`src/rtl/seg_corr_pkg.sv`:
```
`timescale 1ns/1ps
package seg_corr_pkg;

  // Number of trailing zero bits of a positive value.
  function automatic int trailing_zeros(input int v);
    int n;
    n = 0;
    for (int b = 0; b < 31; b++) begin
      if (((v >> b) & 1) == 0 && n == b) n = b + 1;
    end
    return n;
  endfunction

  // Nominal offset for a segment. The gap at the border just below segment t
  // is 2**tz(t) codes. The offset centres the total gap, then takes away the
  // gaps already crossed.
  function automatic int nominal_offset(input int seg, input int seg_bits);
    int cum;
    int total;
    cum = 0;
    for (int t = 1; t < (1 << seg_bits); t++) begin
      if (t <= seg) cum = cum + (1 << trailing_zeros(t));
    end
    total = seg_bits * (1 << (seg_bits - 1));
    return (total / 2) - cum;
  endfunction

endpackage

```
`src/rtl/seg_corr_table.sv`:
```
`timescale 1ns/1ps
module seg_corr_table #(
  parameter int SEG_W = 3,
  parameter int ENT_W = 4
) (
  input  logic             clk,
  input  logic             rst_n,
  input  logic             wr_en,
  input  logic [SEG_W-1:0] wr_idx,
  input  logic [ENT_W-1:0] wr_val,
  input  logic [SEG_W-1:0] rd_idx,
  output logic [ENT_W-1:0] rd_val
);
  localparam int NSEG = 1 << SEG_W;

  logic [ENT_W-1:0] entry [NSEG];

  for (genvar g = 0; g < NSEG; g++) begin : g_ent
    localparam logic [ENT_W-1:0] NOM =
      ENT_W'(seg_corr_pkg::nominal_offset(g, SEG_W));
    always_ff @(posedge clk or negedge rst_n) begin
      if (!rst_n)
        entry[g] <= NOM;
      else if (wr_en && (wr_idx == SEG_W'(g)))
        entry[g] <= wr_val;
    end
  end

  // The read comes from the registers, so a sample in the same cycle as a
  // write sees the value from before the edge.
  assign rd_val = entry[rd_idx];

endmodule

```
`src/rtl/seg_corr_add.sv`:
```
`timescale 1ns/1ps
module seg_corr_add #(
  parameter int CODE_W = 10,
  parameter int ENT_W  = 4
) (
  input  logic [CODE_W-1:0] raw,
  input  logic [ENT_W-1:0]  ofs,
  output logic [CODE_W-1:0] fixed
);
  localparam int SUM_W = CODE_W + 2;
  localparam logic signed [SUM_W-1:0] MAXV = SUM_W'((1 << CODE_W) - 1);

  logic signed [SUM_W-1:0] raw_s;
  logic signed [SUM_W-1:0] ofs_s;
  logic signed [SUM_W-1:0] sum;

  assign raw_s = $signed({2'b00, raw});
  assign ofs_s = $signed({{(SUM_W-ENT_W){ofs[ENT_W-1]}}, ofs});
  assign sum   = raw_s + ofs_s;

  always_comb begin
    if (sum < 0)
      fixed = '0;
    else if (sum > MAXV)
      fixed = MAXV[CODE_W-1:0];
    else
      fixed = sum[CODE_W-1:0];
  end

endmodule

```
`src/rtl/seg_corr_stage.sv`:
```
`timescale 1ns/1ps
module seg_corr_stage #(
  parameter int W = 10
) (
  input  logic         clk,
  input  logic         rst_n,
  input  logic         in_valid,
  output logic         in_ready,
  input  logic [W-1:0] in_data,
  output logic         out_valid,
  input  logic         out_ready,
  output logic [W-1:0] out_data
);
  logic take;

  assign in_ready = !out_valid || out_ready;
  assign take     = in_valid && in_ready;

  always_ff @(posedge clk or negedge rst_n) begin
    if (!rst_n) begin
      out_valid <= 1'b0;
      out_data  <= '0;
    end else if (in_ready) begin
      out_valid <= in_valid;
      if (take) out_data <= in_data;
    end
  end

endmodule

```
`src/rtl/seg_offset_corrector.sv`:
```
`timescale 1ns/1ps
module seg_offset_corrector #(
  parameter int CODE_W = 10,
  parameter int SEG_W  = 3,
  parameter int ENT_W  = 4
) (
  input  logic              clk,
  input  logic              rst_n,
  input  logic              smp_valid,
  output logic              smp_ready,
  input  logic [CODE_W-1:0] smp_code,
  output logic              cor_valid,
  input  logic              cor_ready,
  output logic [CODE_W-1:0] cor_code,
  input  logic              tbl_wr,
  input  logic [SEG_W-1:0]  tbl_idx,
  input  logic [ENT_W-1:0]  tbl_val
);
  logic [SEG_W-1:0]  seg;
  logic [ENT_W-1:0]  ofs;
  logic [CODE_W-1:0] fixed;

  assign seg = smp_code[CODE_W-1 -: SEG_W];

  seg_corr_table #(.SEG_W(SEG_W), .ENT_W(ENT_W)) u_tbl (
    .clk(clk), .rst_n(rst_n),
    .wr_en(tbl_wr), .wr_idx(tbl_idx), .wr_val(tbl_val),
    .rd_idx(seg), .rd_val(ofs)
  );

  seg_corr_add #(.CODE_W(CODE_W), .ENT_W(ENT_W)) u_add (
    .raw(smp_code), .ofs(ofs), .fixed(fixed)
  );

  seg_corr_stage #(.W(CODE_W)) u_stg (
    .clk(clk), .rst_n(rst_n),
    .in_valid(smp_valid), .in_ready(smp_ready), .in_data(fixed),
    .out_valid(cor_valid), .out_ready(cor_ready), .out_data(cor_code)
  );

endmodule

```
`config.mk`:
```
export PLATFORM = sky130hd
export DESIGN_NAME = seg_offset_corrector
export DESIGN_NICKNAME = d
export VERILOG_FILES = /design/src/rtl/seg_corr_pkg.sv /design/src/rtl/seg_corr_table.sv /design/src/rtl/seg_corr_add.sv /design/src/rtl/seg_corr_stage.sv /design/src/rtl/seg_offset_corrector.sv
export SDC_FILE = /design/constraint.sdc
export NUM_CORES = 1
export LEC_CHECK = 0
export BUFFER_PORTS_ARGS = -buffer_cell sky130_fd_sc_hd__buf_2
export CELL_PAD_IN_SITES_DETAIL_PLACEMENT = 1
export CELL_PAD_IN_SITES_GLOBAL_PLACEMENT = 1
export CORE_MARGIN = 2
export CORE_UTILIZATION = 46
export CTS_CLUSTER_DIAMETER = 80
export DETAILED_ROUTE_END_ITERATION = 16
export PLACE_DENSITY_LB_ADDON = 0.1
export SLEW_MARGIN = 40
export SYNTH_ARGS = -nofsm -noshare
export SYNTH_HDL_FRONTEND = slang
export SYNTH_SLANG_ARGS = --single-unit
```
`constraint.sdc`:
```
create_clock -name clk -period 5.7 [get_ports clk]
set_clock_uncertainty 0.2 [all_clocks]
set_input_delay 1.14 -clock clk [delete_from_list [all_inputs] [get_ports clk]]
set_output_delay 1.14 -clock clk [all_outputs]
set_load 0.05 [all_outputs]
```
Word-level counts from Yosys, hierarchy flattened
Index checks and enable logic that the tools add are counted.
{ "word_totals": {"reg_bits": 43, "inputBits": 22, "output_inout_bits": 12, "elab_cells": 40} }
{ "classes": {"add_sub_neg": 1, "order_cmp": 3, "n_eq_ne": 7, "muxes": 5, "bitwise_logic": 1, "reduce_logical": 13} }
{ "ops": {"columns": ["cell", "n"], "rows": [
  ["$mux 10", 2],
  ["$add 11x4->12", 1],
  ["$bmux 4 s3", 1],
  ["$eq 3x3->1 const B", 4],
  ["$gt 12x11->1 const B", 1],
  ["$lt 12x1->1 const B", 1],
  ["$logic_and 1x1->1", 9],
  ["$mux 4", 2],
  ["$eq 3x2->1 const B", 2],
  ["$ge 4x4->1 const B", 1],
  ["$not 3->4", 1],
  ["$eq 3x1->1 const B", 1],
  ["$logic_not 3->1", 1],
  ["$reduce_and 2->1", 1],
  ["$logic_not 1->1", 1],
  ["$logic_or 1x1->1", 1]
]} }

Depth between registers and ports, before layout
Gate-level depths: netlist of run 1.
{ "logic_depth": {"ltp_word": 8, "mapped_depth": 14, "mapped_depth_nobuf": 12} }

Cells and area by module
A second synthesis of run 1 with hierarchy kept.
{ "hier_totals": {"cells_unflattened": 181, "area_unflattened_um2": 2581.2} }
{ "by_module_without_submodules": {"columns": ["mod", "n_inst", "cells_per_inst", "area_each_um2", "seq_area_each_um2"], "rows": [
  ["seg_corr_table", 1, 86, 1547.7, 823.3],
  ["seg_corr_add", 1, 71, 568.0, 0.0],
  ["seg_corr_stage", 1, 24, 465.4, 275.3]
]} }

Least setup slack after synthesis of run 1
No wires, ideal clock.
{ "synth_path": {"path_kind": "in2reg", "from": "input port smp_code[7]", "to": "register u_stg.out_data[0]", "setup_ps": 101, "arrival_ps": 3603, "required_ps": 5399, "slack_ps": 1796, "stages": 11, "path_buffers": 2, "cell_sequence": "buf_6 > mux4_2 > mux2_4 > ha_1 > a21oi_1 > o21ai_0 > o21ai_1 > nand2_1 > o21a_2 > buf_6 > o32ai_1"} }
{ "synth_via": {"elab_chain_cells": 8, "word_cells_on_any_way": 9, "cone_classes": "add/sub (1); order compare (2); mux (5); bitwise (1)"} }
{ "synth_rtl": {"columns": ["element", "line", "rtl"], "rows": [
  ["start: declaration", "seg_offset_corrector.sv:11", "input logic [CODE_W-1:0] smp_code,"],
  ["$not 3->4 (not written as such)", "seg_corr_table.sv:31", "assign rd_val = entry[rd_idx];"],
  ["$bmux 4 s3", "seg_corr_table.sv:31", null],
  ["$mux 4 (not written as such) (2 in series)", "seg_corr_table.sv:31", null],
  ["$add 11x4->12 *", "seg_corr_add.sv:19", "assign sum = raw_s + ofs_s;"],
  ["$gt 12x11->1", "seg_corr_add.sv:24", "else if (sum > MAXV)"],
  ["$mux 10", "seg_corr_add.sv:24", null],
  ["$mux 10 *", "seg_corr_add.sv:22", "if (sum < 0)"],
  ["end signal: assignment", "seg_corr_stage.sv:25", "if (take) out_data <= in_data;"],
  ["end: declaration", "seg_corr_stage.sv:12", "output logic [W-1:0] out_data"]
]} }
Mark *: on every way between the ends. The rest lies on a longest branch, timed or not. The select of a mux whose other input is x is not followed.
A chain may end at the register's enable or synchronous reset.

Worst setup path after layout of run 1
{ "layout_path": {"from": "input port smp_code[7]", "to": "register u_stg.out_data[7]"} }
Same word-level chain as after synthesis.

==> flow_summary.ini, run 1 <==
[cts]
clk_pin_slew_ns = 0.08
clock_path_buffers = 2
ctsHoldBuffers = 0
cts-root-buf = clkbuf_8
h-tree-depth = 2
cts_sinks = 43
clock_latency_ns = 0.29
postCtsSetupBuffers = 0
cts_resized = 0
cts_buffers = 5
cts_tree = done

[finish]
final_area_sq_um = 2809
syn2layout_area_growth_pct = 13.33
multiInputGateArea_sq_um = 1326
num_antenna_cells = 0
drive_above_1_share_pct = 42.62
nNetsFinal = 271
fillers = 571
seq_area_sq_um = 1099

[power]
switching_power_uw = 473.6
power_density_nw_per_um2 = 430.5
p_int_uw = 735.7
worst_ir_drop_vdd_v = 0.0002105
switching_share_pct = 39.16
comb_power_share_pct = 42.9
p_leak_uw = 0.001212
clock_power_share_pct = 19.3
seq_power_share_pct = 37.8

[yosys]
synth_warnings = 0
netlist_area_sq_um = 2479
ys_async_sr_fraction_pct = 100.0
post-synth-top-count-cell = mux2_2
synth_nets = 235
syn_area_per_cell_sq_um = 12.33
synth_edf_count = 0
synth_cells = 201
ys.flop_type = dfrtp_1
yosysSeqAreaShare_pct = 44.32
ys_ff_latch = 43
synthTopCellsByArea = dfrtp_1 25%, dfstp_2 19%, mux2_2 15%
synth_top_cell_by_area = dfrtp_1
yosysUniqueCellTypes = 42
synthTopCellsByCount = 32 x mux2_2, 25 x dfrtp_1, 18 x dfstp_2
synth_top_cell_area_share_pct = 25.24

[run]
drv_cap = 0

[placed_design]
dpl_cell_area_sq_um = 2703
gp_congestion = 0.7909
dp_hpwl_um = 4490
portBuffers = 33

[routing]
drtIter0Drc = 52
dr.pass1.iters = 4
ant_nets = 0
wl_per_cell_um = 18.75
wl_um = 5757
num_vias = 1734
vias_per_cell = 5.648
drc = 0

[global_route]
grt_pass1_wl_um = 9411
track_usage_pct = 20.38
grt-ovfl-total = 0
top_usage_layer = met2
antenna_found_initial = 0
met3_usage_pct = 3.953
met2_usage_pct = 39.04
grt_use_met1_pct = 22.69
grt_max_degree = 44
grt_pass1_vias = 1892

[setup_path]
crit_type = input pin to flop
reg2reg_slack_ns = 2.45
cp_max_fo = 12
worstReg2RegEnd = u_stg.out_data[7]$_DFFE_PN0P_
endpoint_kind = flop
crit_path_start_kind = input pin
required_ns = 5.69
cp.arrival_ns = 4.02
reg2regPathDepth = 12
reg2reg_from = u_tbl.entry[24]$_DFFE_PN1P_

[floorplan]
rows = 26
die_area_sq_um = 5992
dieHeight_um = 77.41
core_sq_um = 5140
start_util_pct = 48.22
io_pins = 34
die_w_um = 77.41

[sta]
post-route-period-util_pct = 70.66
max_freq_ghz = 0.2483
tightest_slew_ns = 0.7598
setup_tns_ns = 0
rsz0062_at_grt = false
hold_viol = 0
slew_headroom_pct = 48.96
period_minus_slack_ns = 4.028
setup_violations = 0
slew_viol_final = 0

[min_path]
hold_end = u_tbl.entry[2]$_DFFE_PN0P_
hp-start = u_tbl.entry[2]$_DFFE_PN0P_
hold_class = flop to flop
whs_path_depth = 1

[outcome]
status = completed
## placed cells by master, fill, tap and decap left out, types with 6 or more instances in the layout
| cell | count |
|---|---|
| o32ai_1 | 10 |
| dfrtp_1 | 25 |
| o21ai_0 | 8 |
| nand2_1 | 13 |
| inv_1 | 6 |
| a21oi_1 | 7 |
| dfstp_2 | 18 |
| mux2_2 | 32 |
| nor2_1 | 15 |
| mux4_1 | 6 |
| xor2_1 | 6 |
| buf_2 | 32 |
| ha_1 | 11 |
## routing by layer
layer  wire length (um)  vias up  share of wire, %
met5                  0        -                 0
met4                 61        0               1.1
met3                142        7               2.5
met2               3232       28                56
met1               2320      874                40
li1                   -      825                 -
## metrics by stage
step	hold WS [ns]	power, uW	utilization [%]	cells	worst slack [ns]
2_1_floorplan	0.2704	852.7	-	201	1.796
3_3_place_gp	0.2806	954.9	52.53	300	1.458
3_5_place_dp	0.2951	985.5	52.58	300	1.346
4_1_cts	0.3186	1220	54.65	307	1.640
5_1_grt	0.3364	1284	54.65	307	1.492
6_report	0.3189	1209	54.65	307	1.672
## power by group through the flow
stage          Clock [uW]  Combinational, uW  Sequential (uW)
2_1_floorplan           0                278              575
3_3_place_gp            0                502              453
3_5_place_dp            0                523              463
4_1_cts               238                525              458
5_1_grt               253                563              468
6_report              234                518              457
## worst max-delay path, stage by stage
cell,delay [ns]
buf_2,0.25
mux4_2,0.55
mux2_4,0.38
ha_1,0.37
a21oi_1,0.21
o21ai_0,0.13
o21ai_1,0.23
nand2_1,0.15
o21a_2,0.31
o32ai_1,0.30
## layout make-up
cell class	instances	area share (%)
sequential	43	39.11
clock inverter	2	1.336
tap	70	3.118
clock buffer	5	2.450
inverter	6	0.8018
multi-input combinational	148	47.22
timing repair buffer	33	5.969
## cell families after synthesis
logic type	after synthesis	share of synthesized area, %
AOI/OAI and AO/OA	36	10.40
xor gates and xnor gates	7	2.474
adders and majority gates	12	6.360
buffers and inverters	10	2.170
DFF	43	44.32
muxes	41	23.32
and+or+nand+nor	52	10.95
## how the worst max path moves through the flow
| stage | cells after the start | from | to |
|---|---|---|---|
| after floorplan | 11 | smp_code[7] | u_stg.out_data[0]$_DFFE_PN0P_ |
| after global placement | 10 | smp_code[7] | u_stg.out_data[9]$_DFFE_PN0P_ |
| after detailed placement | 10 | smp_code[7] | u_stg.out_data[7]$_DFFE_PN0P_ |
| after CTS | 10 | smp_code[7] | u_stg.out_data[7]$_DFFE_PN0P_ |
| after global routing | 10 | smp_code[7] | u_stg.out_data[7]$_DFFE_PN0P_ |
| final | 10 | smp_code[7] | u_stg.out_data[7]$_DFFE_PN0P_ |
## sequential cells by signal, indices dropped and copies added, names as in the netlist
name             cells
u_tbl.entry         32
u_stg.out_data      10
u_stg.out_valid      1
No activity file was read; power rests on OpenSTA's default activity.
==> inputs of run 2 (changes only) <==
--- a/config.mk
+++ b/config.mk
@@ -5,11 +5,12 @@
 export SDC_FILE = /design/constraint.sdc
 export NUM_CORES = 1
 export LEC_CHECK = 0
+export ABC_AREA = 1
 export BUFFER_PORTS_ARGS = -buffer_cell sky130_fd_sc_hd__buf_2
 export CELL_PAD_IN_SITES_DETAIL_PLACEMENT = 1
 export CELL_PAD_IN_SITES_GLOBAL_PLACEMENT = 1
 export CORE_MARGIN = 2
-export CORE_UTILIZATION = 46
+export CORE_UTILIZATION = 42
 export CTS_CLUSTER_DIAMETER = 80
 export DETAILED_ROUTE_END_ITERATION = 16
 export PLACE_DENSITY_LB_ADDON = 0.1
==> constraint.sdc (replaced) <==
create_clock -name clk -period 4 [get_ports clk]
set_clock_uncertainty 0.2 [all_clocks]
set_input_delay 0.8 -clock clk [delete_from_list [all_inputs] [get_ports clk]]
set_output_delay 0.8 -clock clk [all_outputs]
set_load 0.05 [all_outputs]
==> run 2 against run 1 <==
Die area is 13% higher. Combinational power rose by 6.0%. Global-route usage up 1.1 points. Routed wire length up 12%. Register-to-register slack got worse by 1.4 ns. Clock power rose by 14%. Area after synthesis grew 3.7%. Synthesized cell count up 74%. Sequential power is 32% higher. Cell count grew 50%. Critical path type unchanged.
==> flow_summary.ini, run 2 <==
[yosys]
netlist_area_sq_um = 2571
synth_warnings = 0
synth-compound-area-share_pct = 13.53
synthTopCellsByCount = 126 x nand2_1, 42 x o21ai_0, 39 x inv_1
ys_async_sr_fraction_pct = 100.0
yosysSeqAreaShare_pct = 42.73
synth_adder_area_share_pct = 6.131
syn_area_per_cell_sq_um = 7.367
synth_xor_xnor_area_share_pct = 2.044
synth_cells = 349
synth_top_cell_area_share_pct = 24.33
ys_ff_latch = 43
ys.flop_type = dfrtp_1
synth_top_family_by_area = simple AND/OR/NAND/NOR gates
synthMuxAreaShare_pct = 0
synth_top_cell_by_area = dfrtp_1
synth-simple-area-share_pct = 28.42
synthTopCellsByArea = dfrtp_1 24%, dfstp_2 18%, nand2_1 18%
synth_edf_count = 0
post-synth-top-count-cell = nand2_1
yosysUniqueCellTypes = 32
synth_nets = 383

[placed_design]
dp_hpwl_um = 5095
gp_congestion = 0.8366
portBuffers = 33

[setup_path]
reg2reg_slack_ns = 1.07
worstReg2RegEnd = u_stg.out_data[5]$_DFFE_PN0P_
required_ns = 4.04
reg2reg_from = u_tbl.entry[7]$_DFFE_PN1P_
endpoint_kind = flop
crit_path_start_kind = input pin
cp.arrival_ns = 3.38
cp_max_fo = 20
crit_type = input pin to flop
reg2regPathDepth = 16

[min_path]
hold_end = u_stg.out_data[3]$_DFFE_PN0P_
hp-start = u_stg.out_data[3]$_DFFE_PN0P_
hold_class = flop to flop
whs_path_depth = 2

[power]
worst_ir_drop_vdd_v = 0.0002814
p_total_uw = 1421
power_density_nw_per_um2 = 491.5
p_leak_uw = 0.001515

[cts]
cts_tree = done
clock_path_buffers = 2
ctsHoldBuffers = 0
cts_buffers = 5
cts_resized = 0
cts_sinks = 43
h-tree-depth = 2
postCtsSetupBuffers = 0
cts-root-buf = clkbuf_8
clock_latency_ns = 0.30
clk_pin_slew_ns = 0.08

[routing]
drc = 0
wl_per_cell_um = 14.09
num_vias = 2289
drtIter0Drc = 63
vias_per_cell = 4.987
wl_um = 6466
dr.pass1.iters = 4
ant_nets = 0

[finish]
fillers = 791
largest_register = u_tbl.entry
num_antenna_cells = 0
drive_above_1_share_pct = 18.75
nNetsFinal = 417
layout_common_cells = 126 x nand2_1, 42 x o21ai_0, 39 x inv_1
largest_reg_flops = 32
final_common_cell = nand2_1
syn2layout_area_growth_pct = 12.46
top_regs = u_tbl.entry: 32 flops, u_stg.out_data: 10 flops, u_stg.out_valid: 1 flops

[sta]
slew_viol_final = 0
rsz0062_at_grt = false
period_minus_slack_ns = 3.343
max_freq_ghz = 0.2991
setup_tns_ns = 0
slew_headroom_pct = 62.83
post-route-period-util_pct = 83.58
tightest_slew_ns = 0.5576
setup_violations = 0
hold_viol = 0

[floorplan]
core_sq_um = 5921
io_pins = 34
die_w_um = 82.24
die_area_sq_um = 6763
rows = 28
start_util_pct = 43.43
dieHeight_um = 82.24

[global_route]
grt_pass1_vias = 2350
grt_pass1_wl_um = 10930
grt-ovfl-total = 0
track_usage_pct = 21.43
antenna_found_initial = 0
grt_max_degree = 44

[run]
drv_cap = 0

[outcome]
status = completed
run 2: routing by layer:
layer	track usage, %	up-vias	wire length [um]
met1	26.63	1084	2986
met4	6.000	0	48
met5	0	-	0
met3	3.587	5	172
li1	-	1173	-
met2	38.15	27	3258
run 2: kinds of logic after synthesis:
group / count (synthesis)
buf+inv: 46
compound gates: 63
fa+ha+maj: 12
xor+xnor: 6
simple gates: 179
flops: 43
run 2: worst max path at each step:
stage                      startpoint                       endpoint  depth (start not counted)
final                     smp_code[7]  u_stg.out_data[5]$_DFFE_PN0P_                         17
after global routing      smp_code[7]  u_stg.out_data[1]$_DFFE_PN0P_                         17
after CTS                 smp_code[7]  u_stg.out_data[3]$_DFFE_PN0P_                         17
after detailed placement  smp_code[7]  u_stg.out_data[3]$_DFFE_PN0P_                         17
after global placement    smp_code[7]  u_stg.out_data[3]$_DFFE_PN0P_                         17
after floorplan           smp_code[7]  u_stg.out_data[8]$_DFFE_PN0P_                         20
run 2: cell type report:
class                      count  area [sq um]  share of cell area (%)
sequential                    43          1099                   37.99
inverter                      40         152.6                   5.279
clock inverter                 2         12.51                  0.4327
tap                           75         93.84                   3.245
clock buffer                   6         72.57                   2.510
multi-input combinational    260          1294                   44.74
timing repair buffer          33         167.7                   5.798
run 2: report_power, final:
group          switching, uW  internal, uW
sequential              51.7           554
combinational            383           166
clock                    145           122
run 2: stage by stage:
stage / std cells / worst slack (ns) / cell area, sq um / hold WS (ns) / utilization [%]
after floorplan: 349 / 0.9132 / 2571 / 0.2478 / -
after global placement: 451 / 0.3269 / 2799 / 0.2585 / 47.27
after detailed placement: 451 / 0.3233 / 2801 / 0.2597 / 47.32
after CTS: 459 / 0.6386 / 2887 / 0.2827 / 48.75
after global routing: 459 / 0.3916 / 2892 / 0.2984 / 48.84
final: 459 / 0.6566 / 2892 / 0.2749 / 48.84
run 2: critical path, stage by stage:
cell	delay [ns]
buf_2	0.31
inv_4	0.13
nand2_1	0.10
nand3_2	0.07
nand2_1	0.07
nand2_1	0.05
nand2_1	0.30
ha_1	0.38
a21oi_1	0.25
nand2_1	0.12
nand2_1	0.10
nand2_1	0.05
nor2_1	0.11
nand2_2	0.09
a21oi_4	0.27
nand2_1	0.10
nand2_1	0.07
==> inputs of run 3 (changes only) <==
--- a/config.mk
+++ b/config.mk
@@ -10,7 +10,7 @@
 export CELL_PAD_IN_SITES_DETAIL_PLACEMENT = 1
 export CELL_PAD_IN_SITES_GLOBAL_PLACEMENT = 1
 export CORE_MARGIN = 2
-export CORE_UTILIZATION = 42
+export CORE_UTILIZATION = 38
 export CTS_CLUSTER_DIAMETER = 80
 export DETAILED_ROUTE_END_ITERATION = 16
 export PLACE_DENSITY_LB_ADDON = 0.1
==> constraint.sdc (replaced) <==
create_clock -name clk -period 2.8 [get_ports clk]
set_clock_uncertainty 0.2 [all_clocks]
set_input_delay 0.56 -clock clk [delete_from_list [all_inputs] [get_ports clk]]
set_output_delay 0.56 -clock clk [all_outputs]
set_load 0.05 [all_outputs]
==> run 3 against run 2 <==
First-iteration DRC count grew 22%. Hold slack lost 0.25 ns. Non-clock buffer count grew 52. Count of clock-buffer cells in the layout is the same. Routed wire length grew 27%. Cell area grew 22%. Register-to-register slack lost 1.0 ns. Core utilization grew 5.9 points.
==> flow_summary.ini, run 3 (synthesized netlist as in run 2, its figures left out) <==
[sta]
tightest_slew_ns = 0.5561
finalWorstSetupSlack_ns = 0.02416
rsz0062_at_grt = true
post-route-period-util_pct = 99.14
hold_ws_ns = 0.02943
setup_violations = 0
period_minus_slack_ns = 2.776
setup_tns_ns = 0
slew_headroom_pct = 62.84
slew_viol_final = 0
max_freq_ghz = 0.3603
hold_viol = 0

[global_route]
antenna_found_initial = 0
met2_usage_pct = 40.80
grt_pass1_vias = 2696
grt_pass1_wl_um = 12590
grt_max_degree = 44
grt_use_met1_pct = 25.74
track_usage_pct = 21.58
top_usage_layer = met2
grt-ovfl-total = 0
met3_usage_pct = 3.429

[setup_path]
path_cells = inv_1 -> nand2_1 -> nand3_1 -> nand2_1 -> nand2_1 -> nand2_4 -> ha_4 -> nand2_1 -> nand2_1 -> a21oi_2 -> nand2_1 -> nor2_2 -> nand2_4 -> a21oi_4 -> nand2_1 -> nand2_1
crit_path_start_kind = flop
cp.arrival_ns = 2.82
critPathTopFamily = simple AND/OR/NAND/NOR gates
required_ns = 2.84
cpMostUsedCell = nand2_1
path_buf_inv = 1
crit_type = flop to flop
slowest_delay_ns = 0.54
endpoint_kind = flop
crit_slowest_cell = dfstp_2
cp_max_fo = 7

[placed_design]
place_ws_ns = -0.3957
portBuffers = 33
dp_hpwl_um = 5722
gp_congestion = 0.8498
place_inst = 496

[power]
worst_ir_drop_vdd_v = 0.0002913
power_density_nw_per_um2 = 667.5
p_leak_uw = 0.001827

[cts]
ctsHoldBuffers = 0
cts_sinks = 43
clock_path_buffers = 2
h-tree-depth = 2
clk_pin_slew_ns = 0.09
cts-root-buf = clkbuf_8
cts_buffers = 5
cts_tree = done
clock_latency_ns = 0.30

[finish]
largest_reg_flops = 32
syn2layout_area_growth_pct = 37.37
largest_register = u_tbl.entry
num_antenna_cells = 0
nNetsFinal = 471
final_common_cell = nand2_1
drive_above_1_share_pct = 35.16
layout_common_cells = 121 x nand2_1, 49 x buf_4, 38 x o21ai_0
fin_cells = 515
top_regs = u_tbl.entry: 32 flops, u_stg.out_data: 10 flops, u_stg.out_valid: 1 flops

[floorplan]
die_area_sq_um = 7440
dieHeight_um = 86.26
rows = 29
die_w_um = 86.26
io_pins = 34
start_util_pct = 39.81
core_sq_um = 6459

[outcome]
status = completed

[run]
drv_cap = 0

[routing]
drc = 0
drtIter0Drc = 77
wl_per_cell_um = 16.01
vias_per_cell = 5.049
num_vias = 2600
dr.pass1.iters = 5
ant_nets = 0
wl_um = 8243

[min_path]
hold_class = input pin to asynchronous set/reset pin
run 3: metrics by stage:
| stage | utilization [%] | total power (uW) | area, sq um |
|---|---|---|---|
| 6_report | 54.69 | 2358 | 3532 |
| 4_1_cts | 50.00 | 2209 | 3229 |
| 5_1_grt | 54.69 | 2519 | 3532 |
| 3_5_place_dp | 48.64 | 1805 | 3142 |
| 3_3_place_gp | 48.64 | 1775 | 3142 |
| 2_1_floorplan | - | 1452 | 2579 |
run 3: repair_timing:
action / 4_1_cts / 5_1_grt
gates cloned: 0 / 2
setup buffers: 0 / 9
gates resized for setup: 1 / 49
endpoints found under the setup margin: 6 / 10
pin swaps: 0 / 22
run 3: area by class of cell:
type | count | area (sq um)
timing repair buffer | 85 | 590.6
multi-input combinational | 262 | 1504
sequential | 43 | 1099
tap | 77 | 96.34
clock inverter | 2 | 12.51
inverter | 40 | 157.7
clock buffer | 6 | 72.57
fill | 807 | 2927
run 3: routing by layer:
layer / vias up / part of all wire, %
met1: 1249 / 43
met2: 48 / 53
met3: 14 / 2.3
met4: 0 / 2.1
met5: - / 0
li1: 1289 / -
run 3: final timing paths:
kind / from / to / slack [ns] / cells after the start
setup / recovery: u_tbl.entry[11]$_DFFE_PN1P_ / u_stg.out_data[9]$_DFFE_PN0P_ / 0.02 / 16
hold / removal: rst_n / u_tbl.entry[6]$_DFFE_PN0P_ / 0.03 / 2
setup reg to reg: u_tbl.entry[11]$_DFFE_PN1P_ / u_stg.out_data[9]$_DFFE_PN0P_ / 0.02 / 16
hold reg to reg: u_stg.out_data[4]$_DFFE_PN0P_ / u_stg.out_data[4]$_DFFE_PN0P_ / 0.28 / 2
max in group asynchronous: rst_n / u_tbl.entry[21]$_DFFE_PN1P_ / 2.08 / 2
min in group clk: u_stg.out_data[4]$_DFFE_PN0P_ / u_stg.out_data[4]$_DFFE_PN0P_ / 0.28 / 2
run 3: report_power, final:
group | leakage (uW) | switching, uW | internal, uW
combinational | 0.00128 | 670 | 420
sequential | 0.000504 | 76.1 | 791
clock | 0.0000412 | 226 | 175
